File: src/rtl/uirq_pkg.sv
package uirq_pkg;

    typedef enum logic [3:0] {
        IID_MODEM   = 4'h0,
        IID_NONE    = 4'h1,
        IID_THRE    = 4'h2,
        IID_RXDATA  = 4'h4,
        IID_LINE    = 4'h6,
        IID_TIMEOUT = 4'hC
    } iid_e;

    // enable bits, MSB first: modem(3) line(2) thre(1) rxdata(0)
    typedef struct packed {
        logic modem;
        logic line;
        logic thre;
        logic rxdata;
    } ien_t;

    // raw (ungated) cause conditions
    typedef struct packed {
        logic line;
        logic rxdata;
        logic tout;
        logic thre;
        logic modem;
    } cause_t;

    localparam int TO_MULT = 4;

    function automatic logic [4:0] trig_level(input logic [1:0] sel);
        logic [4:0] lvl;
        case (sel)
            2'd0:    lvl = 5'd1;
            2'd1:    lvl = 5'd4;
            2'd2:    lvl = 5'd8;
            default: lvl = 5'd14;
        endcase
        return lvl;
    endfunction

endpackage

File: src/rtl/uirq_thre_flag.sv
module uirq_thre_flag (
    input  logic clk,
    input  logic rst,
    input  logic tx_load,
    input  logic thr_write,
    input  logic ack_read,
    output logic pending
);
    always_ff @(posedge clk) begin
        if (rst)
            pending <= 1'b1;            // queue empty at start
        else if (tx_load)
            pending <= 1'b1;            // load wins over a same-cycle clear
        else if (thr_write || ack_read)
            pending <= 1'b0;
    end
endmodule

File: src/rtl/uirq_timeout.sv
module uirq_timeout #(
    parameter int CT_W = 10
) (
    input  logic            clk,
    input  logic            rst,
    input  logic            data_ready,
    input  logic            rx_touch,
    input  logic [CT_W-1:0] char_time,
    output logic            expired
);
    import uirq_pkg::*;

    localparam int TW = CT_W + $clog2(TO_MULT) + 1;

    logic [TW-1:0] limit;
    logic [TW-1:0] cnt;

    assign limit = TW'(char_time) * TW'(TO_MULT);

    always_ff @(posedge clk) begin
        if (rst || !data_ready || rx_touch)
            cnt <= '0;
        else if (cnt < limit)
            cnt <= cnt + 1'b1;          // saturate at the limit
    end

    assign expired = data_ready && (cnt >= limit);
endmodule

File: src/rtl/uirq_prio.sv
module uirq_prio (
    input  uirq_pkg::ien_t   en,
    input  uirq_pkg::cause_t cause,
    output uirq_pkg::iid_e   code
);
    import uirq_pkg::*;

    always_comb begin
        if (en.line && cause.line)
            code = IID_LINE;
        else if (en.rxdata && cause.rxdata)
            code = IID_RXDATA;
        else if (en.rxdata && cause.tout)
            code = IID_TIMEOUT;
        else if (en.thre && cause.thre)
            code = IID_THRE;
        else if (en.modem && cause.modem)
            code = IID_MODEM;
        else
            code = IID_NONE;
    end
endmodule

File: src/rtl/uart_irq_id.sv
module uart_irq_id #(
    parameter int CNT_W = 5,
    parameter int CT_W  = 10
) (
    input  logic             clk,
    input  logic             rst,
    input  logic [3:0]       ien,
    input  logic [3:0]       rx_err,
    input  logic             data_ready,
    input  logic             thr_empty,
    input  logic [3:0]       modem_delta,
    input  logic [CNT_W-1:0] rx_count,
    input  logic [1:0]       trig_sel,
    input  logic [CT_W-1:0]  char_time,
    input  logic             rx_touch,
    input  logic             tx_load,
    input  logic             thr_write,
    input  logic             iid_read,
    output logic [3:0]       iid,
    output logic             irq
);
    import uirq_pkg::*;

    ien_t   en;
    cause_t cause;
    iid_e   code_d;
    iid_e   code_q;
    logic   pend;
    logic   tout;
    logic   lvl_met;

    assign en      = ien_t'(ien);
    assign lvl_met = 32'(rx_count) >= 32'(trig_level(trig_sel));

    uirq_thre_flag u_flag (
        .clk       (clk),
        .rst       (rst),
        .tx_load   (tx_load),
        .thr_write (thr_write),
        .ack_read  (iid_read && en.thre),
        .pending   (pend)
    );

    uirq_timeout #(.CT_W(CT_W)) u_tout (
        .clk        (clk),
        .rst        (rst),
        .data_ready (data_ready),
        .rx_touch   (rx_touch),
        .char_time  (char_time),
        .expired    (tout)
    );

    always_comb begin
        cause.line   = |rx_err;
        cause.rxdata = data_ready && lvl_met;
        cause.tout   = tout;
        cause.thre   = thr_empty && pend;
        cause.modem  = |modem_delta;
    end

    uirq_prio u_prio (
        .en    (en),
        .cause (cause),
        .code  (code_d)
    );

    always_ff @(posedge clk) begin
        if (rst)
            code_q <= IID_NONE;
        else
            code_q <= code_d;
    end

    assign iid = code_q;
    assign irq = ~code_q[0];
endmodule

File: config.mk
export PLATFORM = sky130hd
export DESIGN_NAME = uart_irq_id
export DESIGN_NICKNAME = d
export VERILOG_FILES = /design/src/rtl/uirq_pkg.sv /design/src/rtl/uirq_thre_flag.sv /design/src/rtl/uirq_timeout.sv /design/src/rtl/uirq_prio.sv /design/src/rtl/uart_irq_id.sv
export SDC_FILE = /design/constraint.sdc
export NUM_CORES = 1
export LEC_CHECK = 0
export ABC_AREA = 1
export BUFFER_PORTS_ARGS = -buffer_cell sky130_fd_sc_hd__buf_2
export CAP_MARGIN = 10
export CORE_ASPECT_RATIO = 1.75
export CORE_MARGIN = 10
export CORE_UTILIZATION = 35
export CTS_BUF_LIST = sky130_fd_sc_hd__clkbuf_16
export DETAILED_ROUTE_END_ITERATION = 12
export SYNTH_ARGS = -nofsm -noshare
export SYNTH_HDL_FRONTEND = slang
export SYNTH_SLANG_ARGS = --single-unit
File: constraint.sdc
create_clock -name clk -period 1.8 [get_ports clk]
set_input_delay 0.36 -clock clk [delete_from_list [all_inputs] [get_ports clk]]
set_output_delay 0.36 -clock clk [all_outputs]
set_load 0.02 [all_outputs]
==> results of run 1 <==
-- Yosys cell counts, drive strengths merged --
cell	number
nand2	46
dfxtp	18
o41ai	1
a21oi	17
nand4	4
or2	2
buf	1
nor2	15
o21ai	6
ha	16
o21a	1
nor3	12
inv	36
xnor2	2
clkinv	1
and3	1
o21bai	1
nor4	1
nand3	10
xor2	4
a211o	1
-- cells by family (layout without fill, tap and decap cells) --
kind of cell / count (synthesis) / after routing / share of synthesized area
AND/OR/NAND/NOR: 91 / 91 / 0.339
buffers and inverters: 38 / 98 / 0.110
AO/OA/AOI/OAI: 27 / 27 / 0.118
flip-flops: 18 / 18 / 0.255
adder cells (fa/ha/maj): 16 / 16 / 0.142
XOR/XNOR: 6 / 6 / 0.0372
-- state kept, by name (all words and copies together), names as in the netlist --
| name | cells |
|---|---|
| u_tout.cnt | 13 |
| iid | 4 |
| u_flag.pending | 1 |
-- how the worst min path moves through the flow --
| stage | to | slack (ps) | cells past startpoint | start |
|---|---|---|---|---|
| after detailed placement | u_flag.pending$_SDFFE_PP1P_ | 450 | 1 | u_flag.pending$_SDFFE_PP1P_ |
| after CTS | u_flag.pending$_SDFFE_PP1P_ | 280 | 2 | tx_load |
| after global routing | u_flag.pending$_SDFFE_PP1P_ | 300 | 2 | tx_load |
| final | u_flag.pending$_SDFFE_PP1P_ | 290 | 2 | tx_load |
| after floorplan | iid[1]$_SDFF_PP0_ | 430 | 1 | rst |
| after global placement | u_flag.pending$_SDFFE_PP1P_ | 450 | 1 | u_flag.pending$_SDFFE_PP1P_ |
-- layout by cell type, fill, tap and decap left out, drive strengths merged --
| cell | Yosys | final |
|---|---|---|
| buf | 1 | 57 |
| nand2 | 46 | 46 |
| inv | 36 | 36 |
| dfxtp | 18 | 18 |
| a21oi | 17 | 17 |
| ha | 16 | 16 |
| nor2 | 15 | 15 |
| nor3 | 12 | 12 |
| nand3 | 10 | 10 |
| o21ai | 6 | 6 |
| nand4 | 4 | 4 |
| xor2 | 4 | 4 |
| clkbuf | 0 | 3 |
| xnor2 | 2 | 2 |
| or2 | 2 | 2 |
| clkinv | 1 | 2 |
| nor4 | 1 | 1 |
| and3 | 1 | 1 |
| o21bai | 1 | 1 |
| o41ai | 1 | 1 |
| o21a | 1 | 1 |
| a211o | 1 | 1 |
-- layout make-up --
| class | count | area (um2) |
|---|---|---|
| Fill cell | 431 | 2040 |
| Multi-Input combinational cell | 140 | 898 |
| Sequential cell | 18 | 360 |
| Timing Repair Buffer | 57 | 325 |
| Inverter | 37 | 144 |
| Clock buffer | 3 | 75.1 |
| Tap cell | 48 | 60.1 |
| Clock inverter | 1 | 3.75 |
-- power breakdown --
part | switching, mW | internal [mW]
combinational | 0.0709 | 0.0686
sequential | 0.00321 | 0.406
clock | 0.156 | 0.296
-- critical path, stage by stage (launching register included) --
cell and delay, ps:
dfxtp_1 310, ha_1 310, nand2_1 70, nand2_1 60, a21oi_2 220, nand3_4 220, buf_4 200, nor3_2 100
nor2_1 60
-- what timing repair did --
item | CTS | global route
endpoints found under the setup margin | 0 | 1
hold endpoints to repair | 0 | 0
setup buffers | 0 | 1
-- routing by layer --
metal  share of wire  track usage  vias up
met5               0            0        -
met4           0.030       0.0520        0
met3           0.069       0.0334       10
met2            0.53        0.192       43
met1            0.37       0.0962      613
li1                -            -      755
==> out/qor.yml, run 1 <==
sta:
  slew-limit-headroom: 0.647
  final_max_slew_viol_count: 0
  grt_setup_unrepaired: "false"
  timing.setup.tns_ps: 0
  whs_ps: 287
  timing.final.hold_violations: 0
  postLayoutSetupSlackWorst_ps: 134
  setup_viol: 0
  final.period_utilization: 0.926
  fin_worst_skew_ps: 1.80
  achievable-frequency_mhz: 600
  period_needed_ps: 1670
  tightestPinTransition_ps: 523
logic_synthesis:
  count_of_unique_library_cells_instantiated_by_yosys: 31
  seq_area_frac_synth: 0.255
  synth-seq-cells: 18
  synth_cells: 196
  synthesis.area_um2: 1410
  synthesis.yosys.warnings: 0
  synth_top_area_frac: 0.255
  syn-num-nets: 249
  average_cell_area_after_synthesis_um2: 7.21
  synth_area_leaders: "dfxtp_1 (25%), ha_1 (14%), nand2_1 (9.6%)"
  yosysTopAreaCell: "dfxtp_1"
clock_network:
  clk_transition_reported_paths_ps: 50
  cts.path.max_buffers: 2
  clock_latency_ps: 250
  htree_num_levels: 1
  tritoncts: "done"
  tritoncts.num_buffers: 3
  ctsHoldBuffers: 0
  cts_root_buffer: "clkbuf_16"
  cts_repair_resize_count: 0
  cts.sinks: 18
worst_setup_path:
  path_max_fanout: 13
  worst-r2r-setup-slack_ps: 130
  worst_setup_path_end_kind: "register"
  worst_path_class_setup: "reg -> reg"
  rr_worst_depth: 8
  r2r-start: "u_tout.cnt[10]$_SDFFE_PP0P_"
  critical_path.startpoint_type: "register"
  regToRegEndpoint: "u_tout.cnt[6]$_SDFFE_PP0P_"
  cp_data_required_time_ps: 1940
  critical_path_arrival_ps: 1810
  critPathCapture: "u_tout.cnt[6]$_SDFFE_PP0P_"
  crit_start: "u_tout.cnt[10]$_SDFFE_PP0P_"
detailed_routing:
  routed_via_density: 4.67
  routed-via-count: 1421
  remaining_drc_errors: 0
  drt_first_iter_violations: 27
  wire_per_inst_um: 11.3
  detailedRoute.firstPassIterationCount: 4
  antenna_violating_nets_post_route: 0
  finalWirelength_um: 3450
layout:
  layout.nets: 310
  diodes: 0
  drive_gt1_frac: 0.352
  final_util: 0.478
  post_layout_nonfiller_instances: 304
  final_area_um2: 1870
  area_growth_syn_to_layout_pct: 32.0
power:
  power.static_leakage_nw: 0.941
  power.density_nw_per_um2: 536
  vdd_drop_max_mv: 0.456
  finalPower_mw: 1.00
grt:
  all_layer_global_routing_usage: 0.105
  antenna_found_initial: 0
  via_count_of_the_first_global_routing_pass: 1513
  overflow_after_grt: 0
  pin_count_of_the_biggest_net_entering_global_routing: 14
  grt_first_pass_wirelength_um: 6020
hold_path:
  worst_hold_path_type: "in -> reg"
outcome:
  run_status: "finished, final reports clean"
die:
  floorplan.io_pins: 42
  placeableCoreArea_um2: 3900
  chipWidth_um: 68.0
  initial_core_utilization: 0.362
  die_h_um: 104
  std_cell_rows: 30
  die_area_um2: 7080
placement:
  post_placement_setup_slack_ps: -48.1
  postPlaceCellArea_um2: 1780
  io_buffer_count: 41
  place_congestion: 0.791
  dp_hpwl_um: 3080
  placedCellCount: 299
flow_run:
  maxCapViolations: 0
No activity file was read; power rests on OpenSTA's default activity.
==> run 2, diff against run 1 <==
- RECOVER_POWER: default -> 100
==> out/qor.yml, run 2 (synthesis results as in run 1) <==
detailed_routing:
  drt_first_iter_violations: 32  # was 27
  wire_per_inst_um: 11.4  # was 11.3 um
  finalWirelength_um: 3460  # was 3450 um
  routed_via_density: 4.67  # about the same
  routed-via-count: 1420  # was 1421
  antenna_violating_nets_post_route: 0  # unchanged
  detailedRoute.firstPassIterationCount: 4  # unchanged
  remaining_drc_errors: 0  # unchanged
sta:
  achievable-frequency_mhz: 597  # was 600 MHz
  final_max_slew_viol_count: 0  # unchanged
  final.period_utilization: 0.931  # was 0.926
  grt_setup_unrepaired: "false"  # unchanged
  tightestPinTransition_ps: 524  # was 523 ps
  timing.final.hold_violations: 0  # unchanged
  slew-limit-headroom: 0.646  # was 0.647
  setup_viol: 0  # unchanged
  period_needed_ps: 1680  # was 1670 ps
  fin_worst_skew_ps: 1.46  # was 1.80 ps
flow_run:
  maxCapViolations: 0  # unchanged
hold_path:
  hold-path-cell-count: 2  # unchanged
  hold_path.startpoint: "tx_load"  # unchanged
  worst_hold_path_type: "in -> reg"  # unchanged
  whs_endpoint: "u_flag.pending$_SDFFE_PP1P_"  # unchanged
die:
  die_area_um2: 7080  # unchanged
  initial_core_utilization: 0.362  # unchanged
  die_h_um: 104  # unchanged
  floorplan.io_pins: 42  # unchanged
  chipWidth_um: 68.0  # unchanged
  placeableCoreArea_um2: 3900  # unchanged
  std_cell_rows: 30  # unchanged
worst_setup_path:
  critical_path.startpoint_type: "register"  # unchanged
  worst_setup_path_end_kind: "register"  # unchanged
  critical_path_arrival_ps: 1820  # was 1810 ps
  worst_path_class_setup: "reg -> reg"  # unchanged
  cp_data_required_time_ps: 1940  # about the same
  path_max_fanout: 13  # unchanged
  r2r-start: "u_tout.cnt[10]$_SDFFE_PP0P_"  # unchanged
  rr_worst_depth: 8  # unchanged
  regToRegEndpoint: "u_tout.cnt[6]$_SDFFE_PP0P_"  # unchanged
  worst-r2r-setup-slack_ps: 120  # was 130 ps
layout:
  final_util: 0.476  # was 0.478
  area_growth_syn_to_layout_pct: 31.4  # was 32.0%
  mostFrequentLayoutCells: "nand2_1 (37), buf_2 (36), inv_1 (32), dfxtp_1 (18), ha_1 (16)"  # was buf_2 (41), nand2_1 (36), inv_1 (32), dfxtp_1 (18)
  sequential_cell_area_um2: 360  # unchanged
  largest_register_ff_count: 13  # unchanged
  multi_input_gate_area_in_the_final_layout_um2: 896  # was 898 um2
  most_common_library_cell_in_the_layout_ignoring_fill_and_taps: "nand2_1"  # was buf_2
  final_area_um2: 1860  # was 1870 um2
  post_layout_nonfiller_instances: 304  # unchanged
  drive_gt1_frac: 0.328  # was 0.352
  diodes: 0  # unchanged
  layout.nets: 310  # unchanged
  largest-register: "u_tout.cnt"  # unchanged
  num-fill-cells: 427  # was 431
clock_network:
  post_cts_buffers: 0  # unchanged
  clk_transition_reported_paths_ps: 50  # about the same
  cts_repair_resize_count: 0  # unchanged
  htree_num_levels: 1  # unchanged
  cts_root_buffer: "clkbuf_16"  # unchanged
  clock_latency_ps: 250  # about the same
  cts.sinks: 18  # unchanged
  ctsHoldBuffers: 0  # unchanged
  cts.path.max_buffers: 2  # unchanged
  tritoncts: "done"  # unchanged
  tritoncts.num_buffers: 3  # unchanged
grt:
  overflow_after_grt: 0  # unchanged
  antenna_found_initial: 0  # unchanged
  pin_count_of_the_biggest_net_entering_global_routing: 14  # unchanged
  all_layer_global_routing_usage: 0.105  # unchanged
  via_count_of_the_first_global_routing_pass: 1513  # unchanged
  grt_first_pass_wirelength_um: 6020  # unchanged
power:
  power.density_nw_per_um2: 537  # was 536 nW/um2
  power.static_leakage_nw: 0.922  # was 0.941 nW
  vdd_drop_max_mv: 0.454  # was 0.456 mV
placement:
  postPlaceCellArea_um2: 1780  # unchanged
  placedCellCount: 299  # unchanged
  place_congestion: 0.791  # unchanged
  io_buffer_count: 41  # unchanged
  dp_hpwl_um: 3080  # unchanged
outcome:
  run_status: "finished, final reports clean"  # unchanged
run 2: cell count changes in the layout (fill, tap and decap cells not counted), sizes merged:
cell / delta
buf: -7
clkbuf: +7
run 2: worst max-delay path by stage:
stage	startpoint	to	slack, ps	cells after the start
floorplan	char_time[8]	u_tout.cnt[1]$_SDFFE_PP0P_	250	9
global placement	char_time[8]	u_tout.cnt[5]$_SDFFE_PP0P_	-30	11
detailed placement	char_time[8]	u_tout.cnt[2]$_SDFFE_PP0P_	-50	10
CTS	u_tout.cnt[11]$_SDFFE_PP0P_	u_tout.cnt[3]$_SDFFE_PP0P_	110	8
global route	u_tout.cnt[11]$_SDFFE_PP0P_	u_tout.cnt[3]$_SDFFE_PP0P_	3	8
finish	u_tout.cnt[10]$_SDFFE_PP0P_	u_tout.cnt[6]$_SDFFE_PP0P_	120	8
run 2: metal layers:
metal,GRT usage,wire length [um]
met1,0.0962,1270
met2,0.192,1840
met4,0.0520,108
met5,0,0
met3,0.0334,237
run 2: stage by stage:
step / TNS (ps) / hold slack [ps] / worst slack (ps) / total power [mW]
finish: 0 / 289 / 124 / 0.997
global route: 0 / 297 / 3.16 / 1.06
CTS: 0 / 285 / 114 / 1.01
detailed placement: -307 / 448 / -48.1 / 0.561
global placement: -111 / 453 / -25.2 / 0.558
floorplan: 0 / 429 / 249 / 0.492
run 2: area by class of cell:
type                            instances  share of cell area
Multi-Input combinational cell        140               0.482
Sequential cell                        18               0.194
Timing Repair Buffer                   57               0.172
Clock buffer                            3              0.0404
Clock inverter                          1             0.00202
Tap cell                               48              0.0323
Inverter                               37              0.0774
run 2: where the power goes:
| part | total, mW | internal (mW) | switching, mW |
|---|---|---|---|
| combinational | 0.137 | 0.0665 | 0.0708 |
| clock | 0.450 | 0.296 | 0.155 |
| sequential | 0.410 | 0.406 | 0.00339 |
| total | 0.997 | 0.768 | 0.229 |
run 2: critical path: stages (launching register included):
cell	delay [ps]
dfxtp_1	310
ha_1	310
nand2_1	70
nand2_1	60
a21oi_2	230
nand3_4	220
clkbuf_4	200
nor3_2	100
nor2_1	60
